[config.mk]
export PLATFORM = sky130hd
export DESIGN_NAME = rtc_seconds_alarm
export DESIGN_NICKNAME = d
export VERILOG_FILES = /design/src/rtl/rtc_seconds_pkg.sv /design/src/rtl/rtc_tick_gen.sv /design/src/rtl/rtc_sec_core.sv /design/src/rtl/rtc_reg_bank.sv /design/src/rtl/rtc_seconds_alarm.sv
export SDC_FILE = /design/constraint.sdc
export NUM_CORES = 1
export LEC_CHECK = 0
export ABC_AREA = 1
export CAP_MARGIN = 30
export CORE_ASPECT_RATIO = 0.9
export CORE_MARGIN = 2
export CORE_UTILIZATION = 55
export DETAILED_ROUTE_END_ITERATION = 8
export DONT_BUFFER_PORTS = 1
export GPL_TIMING_DRIVEN = 0
export PLACE_DENSITY = 0.7
export SYNTH_ARGS = -nofsm -noshare
export SYNTH_HDL_FRONTEND = slang
export SYNTH_SLANG_ARGS = --single-unit
[constraint.sdc]
create_clock -name clk_i -period 4.5 [get_ports clk_i]
set_input_delay 0.225 -clock clk_i [delete_from_list [all_inputs] [get_ports clk_i]]
set_output_delay 0.225 -clock clk_i [all_outputs]
set_load 0.01 [all_outputs]
[src/rtl/rtc_seconds_pkg.sv]
package rtc_seconds_pkg;
  localparam int unsigned DW = 32;
  localparam int unsigned AW = 5;
  localparam int unsigned SW = AW - 2;

  typedef enum logic [SW-1:0] {
    REG_COUNT = 3'd0,
    REG_MATCH = 3'd1,
    REG_LOAD  = 3'd2,
    REG_CTRL  = 3'd3,
    REG_STAT  = 3'd4,
    REG_RAW   = 3'd5,
    REG_ACK   = 3'd6,
    REG_ID    = 3'd7
  } reg_sel_e;

  // field order sets bit positions: ie=0, mask=1, run=2, wrap=3
  typedef struct packed {
    logic wrap;
    logic run;
    logic mask;
    logic ie;
  } ctrl_t;
endpackage

[src/rtl/rtc_tick_gen.sv]
module rtc_tick_gen #(
  parameter int unsigned CLKS_PER_TICK = 32768
) (
  input  logic clk_i,
  input  logic rst_ni,
  input  logic en_i,
  output logic tick_o
);
  generate
    if (CLKS_PER_TICK <= 1) begin : g_direct
      assign tick_o = en_i;
    end else begin : g_div
      localparam int unsigned PW = $clog2(CLKS_PER_TICK);
      localparam logic [PW-1:0] LAST = PW'(CLKS_PER_TICK - 1);
      logic [PW-1:0] div_q;

      always_ff @(posedge clk_i or negedge rst_ni) begin
        if (!rst_ni)            div_q <= '0;
        else if (!en_i)         div_q <= '0;
        else if (div_q == LAST) div_q <= '0;
        else                    div_q <= div_q + 1'b1;
      end

      assign tick_o = en_i && (div_q == LAST);

      p_tick_gap_r2: assert property (@(posedge clk_i) disable iff (!rst_ni)
        tick_o |=> !tick_o);
    end
  endgenerate

  p_tick_needs_run_r2: assert property (@(posedge clk_i) disable iff (!rst_ni)
    tick_o |-> en_i);
endmodule

[src/rtl/rtc_sec_core.sv]
module rtc_sec_core
  import rtc_seconds_pkg::*;
(
  input  logic          clk_i,
  input  logic          rst_ni,
  input  logic          tick_i,
  input  logic          wrap_i,
  input  logic          load_wr_i,
  input  logic [DW-1:0] load_val_i,
  input  logic [DW-1:0] match_i,
  input  logic          ack_i,
  output logic [DW-1:0] count_o,
  output logic          raw_o
);
  logic [DW-1:0] count_q, count_nxt;
  logic          pend_q, raw_q;

  always_comb begin
    if (pend_q)                             count_nxt = load_val_i;
    else if (wrap_i && (count_q == match_i)) count_nxt = '0;
    else                                    count_nxt = count_q + 1'b1;
  end

  always_ff @(posedge clk_i or negedge rst_ni) begin
    if (!rst_ni) begin
      count_q <= '0;
      pend_q  <= 1'b0;
      raw_q   <= 1'b0;
    end else begin
      if (tick_i) count_q <= count_nxt;
      // a write in the same cycle as a pulse keeps the preload pending
      if (load_wr_i)   pend_q <= 1'b1;
      else if (tick_i) pend_q <= 1'b0;
      if (tick_i && (count_nxt == match_i)) raw_q <= 1'b1;
      else if (ack_i)                       raw_q <= 1'b0;
    end
  end

  assign count_o = count_q;
  assign raw_o   = raw_q;

  p_hold_idle_r2: assert property (@(posedge clk_i) disable iff (!rst_ni)
    !tick_i |=> $stable(count_q));
  p_preload_r3: assert property (@(posedge clk_i) disable iff (!rst_ni)
    (tick_i && pend_q) |=> (count_q == $past(load_val_i)));
  p_raw_sticky_r4: assert property (@(posedge clk_i) disable iff (!rst_ni)
    (raw_q && !ack_i) |=> raw_q);
  p_ack_clears_r6: assert property (@(posedge clk_i) disable iff (!rst_ni)
    (ack_i && !tick_i) |=> !raw_q);
endmodule

[src/rtl/rtc_reg_bank.sv]
module rtc_reg_bank
  import rtc_seconds_pkg::*;
#(
  parameter logic [DW-1:0] VERSION = 32'h0001_0200
) (
  input  logic          clk_i,
  input  logic          rst_ni,
  input  logic          req_i,
  input  logic          we_i,
  input  logic [AW-1:0] addr_i,
  input  logic [DW-1:0] wdata_i,
  input  logic [DW-1:0] count_i,
  input  logic          raw_i,
  output ctrl_t         ctrl_o,
  output logic [DW-1:0] match_o,
  output logic [DW-1:0] load_o,
  output logic          load_wr_o,
  output logic          ack_o,
  output logic          irq_o,
  output logic [DW-1:0] rdata_o
);
  ctrl_t         ctrl_q;
  logic [DW-1:0] match_q, load_q;
  logic          aligned, wr_hit, rd_hit;
  reg_sel_e      sel;

  assign aligned = (addr_i[1:0] == 2'b00);
  assign sel     = reg_sel_e'(addr_i[AW-1:2]);
  assign wr_hit  = req_i && we_i && aligned;
  assign rd_hit  = req_i && !we_i && aligned;

  always_ff @(posedge clk_i or negedge rst_ni) begin
    if (!rst_ni) begin
      ctrl_q  <= '0;
      match_q <= '0;
      load_q  <= '0;
    end else if (wr_hit) begin
      case (sel)
        REG_MATCH: match_q <= wdata_i;
        REG_LOAD:  load_q  <= wdata_i;
        REG_CTRL:  ctrl_q  <= ctrl_t'(wdata_i[3:0]);
        default: ;
      endcase
    end
  end

  assign irq_o     = raw_i && ctrl_q.ie && !ctrl_q.mask;
  assign load_wr_o = wr_hit && (sel == REG_LOAD);
  assign ack_o     = rd_hit && (sel == REG_ACK);

  always_comb begin
    rdata_o = '0;
    if (rd_hit) begin
      case (sel)
        REG_COUNT: rdata_o = count_i;
        REG_MATCH: rdata_o = match_q;
        REG_LOAD:  rdata_o = load_q;
        REG_CTRL:  rdata_o = {{(DW-4){1'b0}}, ctrl_q};
        REG_STAT:  rdata_o = {{(DW-1){1'b0}}, irq_o};
        REG_RAW:   rdata_o = {{(DW-1){1'b0}}, raw_i};
        REG_ID:    rdata_o = VERSION;
        default:   rdata_o = '0;
      endcase
    end
  end

  assign ctrl_o  = ctrl_q;
  assign match_o = match_q;
  assign load_o  = load_q;

  p_ro_count_r8: assert property (@(posedge clk_i) disable iff (!rst_ni)
    (req_i && we_i && !aligned) |=> $stable(ctrl_q) && $stable(match_q) && $stable(load_q));
endmodule

[src/rtl/rtc_seconds_alarm.sv]
module rtc_seconds_alarm
  import rtc_seconds_pkg::*;
#(
  parameter int unsigned   CLKS_PER_TICK = 32768,
  parameter logic [31:0]   VERSION       = 32'h0001_0200
) (
  input  logic        clk_i,
  input  logic        rst_ni,
  input  logic        req_i,
  input  logic        we_i,
  input  logic [4:0]  addr_i,
  input  logic [31:0] wdata_i,
  output logic [31:0] rdata_o,
  output logic        irq_o
);
  ctrl_t         ctrl;
  logic [DW-1:0] match_val, load_val, count;
  logic          load_wr, ack, raw, tick;

  rtc_reg_bank #(.VERSION(VERSION)) u_regs (
    .clk_i     (clk_i),
    .rst_ni    (rst_ni),
    .req_i     (req_i),
    .we_i      (we_i),
    .addr_i    (addr_i),
    .wdata_i   (wdata_i),
    .count_i   (count),
    .raw_i     (raw),
    .ctrl_o    (ctrl),
    .match_o   (match_val),
    .load_o    (load_val),
    .load_wr_o (load_wr),
    .ack_o     (ack),
    .irq_o     (irq_o),
    .rdata_o   (rdata_o)
  );

  rtc_tick_gen #(.CLKS_PER_TICK(CLKS_PER_TICK)) u_tick (
    .clk_i  (clk_i),
    .rst_ni (rst_ni),
    .en_i   (ctrl.run),
    .tick_o (tick)
  );

  rtc_sec_core u_core (
    .clk_i      (clk_i),
    .rst_ni     (rst_ni),
    .tick_i     (tick),
    .wrap_i     (ctrl.wrap),
    .load_wr_i  (load_wr),
    .load_val_i (load_val),
    .match_i    (match_val),
    .ack_i      (ack),
    .count_o    (count),
    .raw_o      (raw)
  );

  p_irq_needs_raw_r5: assert property (@(posedge clk_i) disable iff (!rst_ni)
    irq_o |-> raw);
  p_irq_off_masked_r5: assert property (@(posedge clk_i) disable iff (!rst_ni)
    ctrl.mask |-> !irq_o);
endmodule

==> results of run 1 <==
[stage by stage]
stage / instances / hold WS [ns] / utilization, %
after detailed placement: 1457 / -0.0692 / 58.6
after floorplan: 1263 / -0.0706 / -
final: 1520 / 0.0112 / 65.3
after global routing: 1520 / 0.0340 / 65.3
after CTS: 1520 / 0.00586 / 65.3
after global placement: 1456 / -0.0689 / 58.5
[routing by layer]
metal	track usage, %	wire length, um	share of wire (%)	vias up
li1	-	-	-	4108
met1	54.6	12100	41	4018
met2	55.8	12100	41	581
met3	13.5	4460	15	83
met4	13.6	966	3.3	0
met5	0	0	0	-
[registers in the layout, indices dropped and copies added, names as in the netlist]
name / cells
u_core.count_o: 32
u_core.pend_q: 1
u_regs.ctrl_o: 4
u_regs.load_o: 32
u_tick.g_div.div_q: 15
u_core.raw_o: 1
u_regs.match_o: 32
[power by group through the flow]
stage               registers, mW  clock network [mW]  logic [mW]
detailed placement           1.28                   0       0.478
finish                       1.28                1.46       0.539
global placement             1.28                   0       0.474
global route                 1.28                1.51       0.610
floorplan                    1.21                   0       0.365
CTS                          1.26                1.47       0.528
[worst paths after layout]
kind | slack, ns | to
worst max register to register | 1.56 | u_core.raw_o
min in group asynchronous | 0.39 | u_regs.ctrl_o[0]
worst min register to register | 0.46 | u_tick.g_div.div_q[0]
max in group asynchronous | 3.61 | u_core.count_o[21]
worst max-delay path | 1.56 | u_core.raw_o
worst min-delay path | 0.01 | u_regs.match_o[4]
[cell usage after synthesis (3+ instances only)]
cell type    n
a21oi_1     17
a221oi_1     5
a31oi_1      3
buf_1        4
buf_2        6
clkbuf_1    27
dfrtp_1    117
inv_1      170
inv_2       13
nand2_1    460
nand2_2     15
nand3_1     60
nand3b_1     4
nand4_1     15
nor2_1     123
nor2_2       6
nor3_1      20
nor3b_1      3
o21ai_0    119
o21ai_1      3
o221ai_1    22
o22ai_1      6
xnor2_1      7
xor2_1      13
[cell usage in the layout (no fill, tap or decap), types with 4 or more instances in the layout]
master / count
a21oi_1: 17
a221oi_1: 5
buf_1: 4
buf_2: 7
clkbuf_1: 27
clkbuf_16: 17
dfrtp_1: 117
dlygate4sd3_1: 30
inv_1: 170
inv_2: 13
inv_6: 4
nand2_1: 460
nand2_2: 15
nand3_1: 60
nand3b_1: 4
nand4_1: 15
nor2_1: 123
nor2_2: 6
nor3_1: 20
o21ai_0: 119
o221ai_1: 22
o22ai_1: 6
xnor2_1: 7
xor2_1: 13
[final cells by class]
cell class | count | area (sq um) | share of cell area, %
well taps | 193 | 241 | 2.62
multi-input cells | 922 | 4210 | 45.8
clock inverters | 15 | 194 | 2.11
flip-flops and latches | 117 | 2930 | 31.8
clock buffers | 17 | 425 | 4.62
inverters | 184 | 691 | 7.50
repair buffers | 32 | 333 | 3.61
plain buffers | 40 | 183 | 1.98
[critical path, cell delays in order (launching register included)]
cell	delay [ns]
dfrtp_1	0.35
clkbuf_1	0.34
inv_1	0.25
buf_2	0.32
buf_1	0.52
nand3_1	0.18
nand2_1	0.11
nor2_1	0.07
nor2_1	0.10
nand2_1	0.06
nor2_1	0.18
nand2_1	0.09
nor2_1	0.13
nand2_1	0.11
nand2_1	0.08
[kinds of logic after synthesis]
kind of cell    Yosys count  synth area share [%]
compound gates          182                  13.0
buf+inv                 224                  10.9
fa+ha+maj                 2                 0.312
flops                   117                  36.5
xor+xnor                 20                  2.19
simple gates            718                  37.1
[timing repair]
item,in CTS,in global routing
setup endpoints to repair,0,0
setup buffers,0,0
hold endpoints to repair,175,0
hold buffers,31,0
==> impl_results.md, run 1 <==
- Unrepaired setup endpoints after global routing: no
- CTS tree: yes
- Cell Rows: 41
- CTS Buffer Depth: 2
- Port bufs: 0
- Final min period: 2.94 ns
- First-pass GRT wire length: 45.6 mm
- Worst-Margin Slew: 0.753 ns
- Critical path startpoint category: register
- DR vias: 8790
- Hold crit path type: in2reg
- Crit share post-route: 65.4%
- Pleak: 4.47 nW
- Gpl congestion: 1.04
- Power, Total: 3.27 mW
- Vias in the first global route: 7984
- Post-Place Worst Slack: 1.74 ns
- Register-to-Register Path Depth: 14
- Synth top area share: 36.5%
- Sequential fraction of design power: 39.0%
- Net Sw Frac: 32.5%
- Gr usage total: 38.9%
- Clock Skews: 0.0104 ns
- CTS root buf: clkbuf_16
- Core area: 14100 sq um
- Total Wirelength: 29.7 mm
- Clock power share: 44.5%
- Initial antenna violation count: 0
- Htree depth: 4
- Worst path required time: 4.87 ns
- # DRC: 0
- Starting density of the core: 56.8%
- CP Data Arrival Time: 3.31 ns
- CTS sink count: 117
- Slew headroom: 49.8%
- CP endpoint kind: register
- Psw: 1.06 mW
- MaxCap Viol Count: 0
- CTS Buf Count: 17
- Final instance area: 9210 sq um
- Peak VDD IR: 0.408 mV
- GR Overflow Total: 0
- Area leader, netlist: dfrtp_1
- Syn Nets: 1306
- Chip Width: 131 um
- Internal power: 2.21 mW
- Outcome: finished, final reports clean
- Num ports: 74
- Synthesized area: 8020 sq um
- Syn Inst Count: 1263
- FFs w/ async S/R, synth: 100%
- Hpwl dp: 22.2 mm
- FILL cells: 1319
- Final Max Slew Viols: 0
- PostCTS Resize Cnt: 0
- Clock latency on the worst-skew pair: 0.43 ns
- Cell variety after synth: 42
- Die footprint: 15600 sq um
- Setup TNS: 0 ns
- Setup CP Type: reg2reg
- DP Area: 8260 sq um
- Detail Route Antenna Nets: 0
- Largest net degree at the start of global routing: 118
- Ys flop type: dfrtp_1
- Nets: 1357
- EDFF count, synth: 0
- Ratio of cells with drive above 1 in the final layout: 6.25%
- Number of vias per cell: 5.78
- Worst R2R Start: u_core.pend_q
- Top cells by area, synth: dfrtp_1, nand2_1, inv_1
- Area growth from synthesis to layout: 14.9%
- Crit path from: u_core.pend_q
- Register area share after synthesis: 36.5%
- Clock-pin slew on the worst setup and hold paths: 0.06 ns
- Initial DRC count: 1162
- Count of final setup violators: 0
- DR pass1 iterations: 8
- Avg Inst Size Synth: 6.35 sq um
- Startpoint of the worst hold path: wdata_i[4]
- Ant diodes: 0
- Maximum fanout along the worst path: 10
- Logic gate share of total power: 16.5%
- Final Hold Vio Count: 0
- PwrDens: 355 nW/um^2
- Fmax achieved: 0.340 GHz
- Chip height: 119 um
- Avg WL per Cell: 19.5 um
- Number of synthesis warnings: 0
- Setup ws final: 1.56 ns
- Seq cells post-synth: 117
- Hold path depth: 2
(Power assumes the default switching activity.)
==> run 2, diff against run 1 <==
- clock period: 4.5 -> 2.9 ns (I/O delays scaled with it)
==> impl_results.md, run 2 (synthesized netlist as in run 1, its figures left out) <==
- Clock latency on the worst-skew pair: 0.43 ns (about the same)
- CTS Buf Count: 17 (unchanged)
- Hold crit path type: in2reg
- PwrDens: 548 nW/um^2 (+54%)
- Die footprint: 15600 sq um (unchanged)
- Worst R2R Start: u_core.pend_q
- CP endpoint kind: register
- CTS tree: yes
- CTS Buffer Depth: 2 (unchanged)
- Hold path endpoint: u_core.raw_o
- Avg WL per Cell: 19.6 um (+0.30%)
- DR pass1 iterations: 9 (+1)
- CP Data Arrival Time: 3.20 ns (-0.11 ns)
- Clock Skews: 0.0119 ns (+0.00151 ns)
- Reg2reg setup slack: 0.08 ns (-1.48 ns)
- Starting density of the core: 56.8% (unchanged)
- Worst path required time: 3.27 ns (-1.60 ns)
- Post-Place Worst Slack: 0.141 ns (-1.60 ns)
- Peak VDD IR: 0.638 mV (+56%)
- Initial antenna violation count: 0 (unchanged)
- Most common cell after layout, fill and taps aside: nand2_1
- Failing checks: design-rule violations
- Port bufs: 0 (unchanged)
- R2r endpoint: u_core.raw_o
- Setup TNS: 0 ns (unchanged)
- Cell Rows: 41 (unchanged)
- Crit share post-route: 97.4% (+32 points)
- Clock-pin slew on the worst setup and hold paths: 0.06 ns (about the same)
- Count of final setup violators: 0 (unchanged)
- Gpl congestion: 1.04 (unchanged)
- Outcome: complete, but fails checks
- Area growth from synthesis to layout: 16.5%
- Total Wirelength: 29.9 mm (+0.89%)
- First-pass GRT wire length: 45.5 mm (about the same)
- Critical path startpoint category: register
- Vias in the first global route: 7991 (+0.088%)
- Slew headroom: 48.7% (-1.1 points)
- Fmax achieved: 0.354 GHz (+4.2%)
- Number of vias per cell: 5.75 (-0.49%)
- Maximum fanout along the worst path: 10 (unchanged)
- GR Overflow Total: 0 (unchanged)
- Worst-Margin Slew: 0.770 ns (+0.0166 ns)
- CP max-delay cell: clkbuf_1
- DR vias: 8799 (+0.10%)
- Most frequent cells in the layout: nand2_1, inv_1, nor2_1, o21ai_0, dfrtp_1
- Num ports: 74 (unchanged)
- Startpoint of the worst hold path: addr_i[4]
- Largest net degree at the start of global routing: 118 (unchanged)
- Final Hold Vio Count: 0 (unchanged)
- Ant diodes: 0 (unchanged)
- CTS root buf: clkbuf_16
- Chip height: 119 um (unchanged)
- Largest stage delay on the critical path: 0.58 ns (+0.06 ns)
- Setup CP Type: reg2reg
- Pleak: 4.52 nW (+1.1%)
- Final Max Slew Viols: 0 (unchanged)
- Final min period: 2.82 ns (-0.119 ns)
- # DRC: 1 (+1)
- Gr usage total: 38.8% (about the same)
- MaxCap Viol Count: 0 (unchanged)
- CTS sink count: 117 (unchanged)
- Initial DRC count: 1184 (+1.9%)
- Hpwl dp: 22.2 mm (unchanged)
- Core area: 14100 sq um (unchanged)
- Detail Route Antenna Nets: 0 (unchanged)
- Chip Width: 131 um (unchanged)
- Setup ws final: 0.0767 ns (-1.48 ns)
- Nets: 1366 (+0.66%)
- Hold path depth: 5 (+3)
- Htree depth: 4 (unchanged)
- Crit path cell chain: clkbuf_1, inv_1, buf_2, clkbuf_2, nand3_1, a21oi_1, nor2_1, nand2_1, nor2_1, nand2_1, nor2_1, nand2_1, nand2_1
- Register-to-Register Path Depth: 13 (-1)
- Unrepaired setup endpoints after global routing: yes
- FILL cells: 1309 (-0.76%)
- Worst path most repeated cell: nand2_1
- Ratio of cells with drive above 1 in the final layout: 7.41% (+1.2 points)
-- run 2: cell types whose count changed in the layout (fill, tap and decap cells not counted), moves of 2 or more --
cell,before,now
buf_4,0,4
dlygate4sd3_1,30,34
nor2_1,123,120
nor2_4,2,5
clkbuf_2,0,2
inv_1,170,168
inv_2,13,15
nand2_1,460,458
nand2_2,15,17
-- run 2: stage by stage --
step	util, %	area [sq um]	power, mW	std cells	hold slack [ns]
finish	66.2	9340	5.12	1529	0.0477
detailed placement	58.6	8260	2.73	1457	-0.149
global route	66.2	9340	5.31	1529	0.104
global placement	58.5	8260	2.72	1456	-0.149
floorplan	-	8020	2.45	1263	-0.151
CTS	65.6	9250	5.05	1524	0.0426
-- run 2: timing repair --
item / 4_1_cts / 5_1_grt
setup endpoints to repair: 0 / 4
hold buffers: 35 / 0
buffers inserted: 0 / 4
resized for setup: 0 / 17
endpoints found under the hold margin: 186 / 0
-- run 2: final cells by class --
type | count | area (sq um) | share of cell area, %
Multi-Input combinational cell | 923 | 4260 | 45.6
Sequential cell | 117 | 2930 | 31.4
Inverter | 184 | 691 | 7.40
Clock buffer | 17 | 425 | 4.56
Timing Repair Buffer | 40 | 403 | 4.32
Tap cell | 193 | 241 | 2.59
Clock inverter | 15 | 194 | 2.08
Buffer | 40 | 194 | 2.08
-- run 2: per-layer routing --
layer | vias to the layer above | share of wire, % | global-route usage, % | wire (um)
met1 | 4037 | 41 | 54.4 | 12300
li1 | 4134 | - | - | -
met3 | 82 | 15 | 13.5 | 4370
met2 | 546 | 41 | 55.9 | 12300
met5 | - | 0 | 0 | 0
met4 | 0 | 3.2 | 13.6 | 968
-- run 2: worst max-delay path by stage --
stage	start	to	slack (ns)	depth (start not counted)
6_report	u_core.pend_q	u_core.raw_o	0.08	13
5_1_grt	u_regs.match_o[10]	u_core.raw_o	-0.007	20
4_1_cts	u_core.pend_q	u_core.raw_o	0.11	14
3_5_place_dp	u_core.pend_q	u_core.raw_o	0.14	14
3_3_place_gp	we_i	rdata_o[7]	0.06	6
2_1_floorplan	u_tick.g_div.div_q[0]	u_tick.g_div.div_q[13]	0.87	11
-- run 2: power by group --
part / leakage [nW] / total, mW / internal (mW) / switching, mW
combinational: 2.64 / 0.870 / 0.305 / 0.565
sequential: 1.58 / 1.98 / 1.76 / 0.223
clock: 0.299 / 2.26 / 1.37 / 0.888
total: 4.52 / 5.12 / 3.44 / 1.68
-- run 2: critical path, delay by kind of cell, from the launching register on --
family	cells	cell delay [ns]
flip-flops	1	0.32
AND/OR/NAND/NOR	8	0.92
buffers and inverters	4	1.38
AO/OA/AOI/OAI	1	0.13
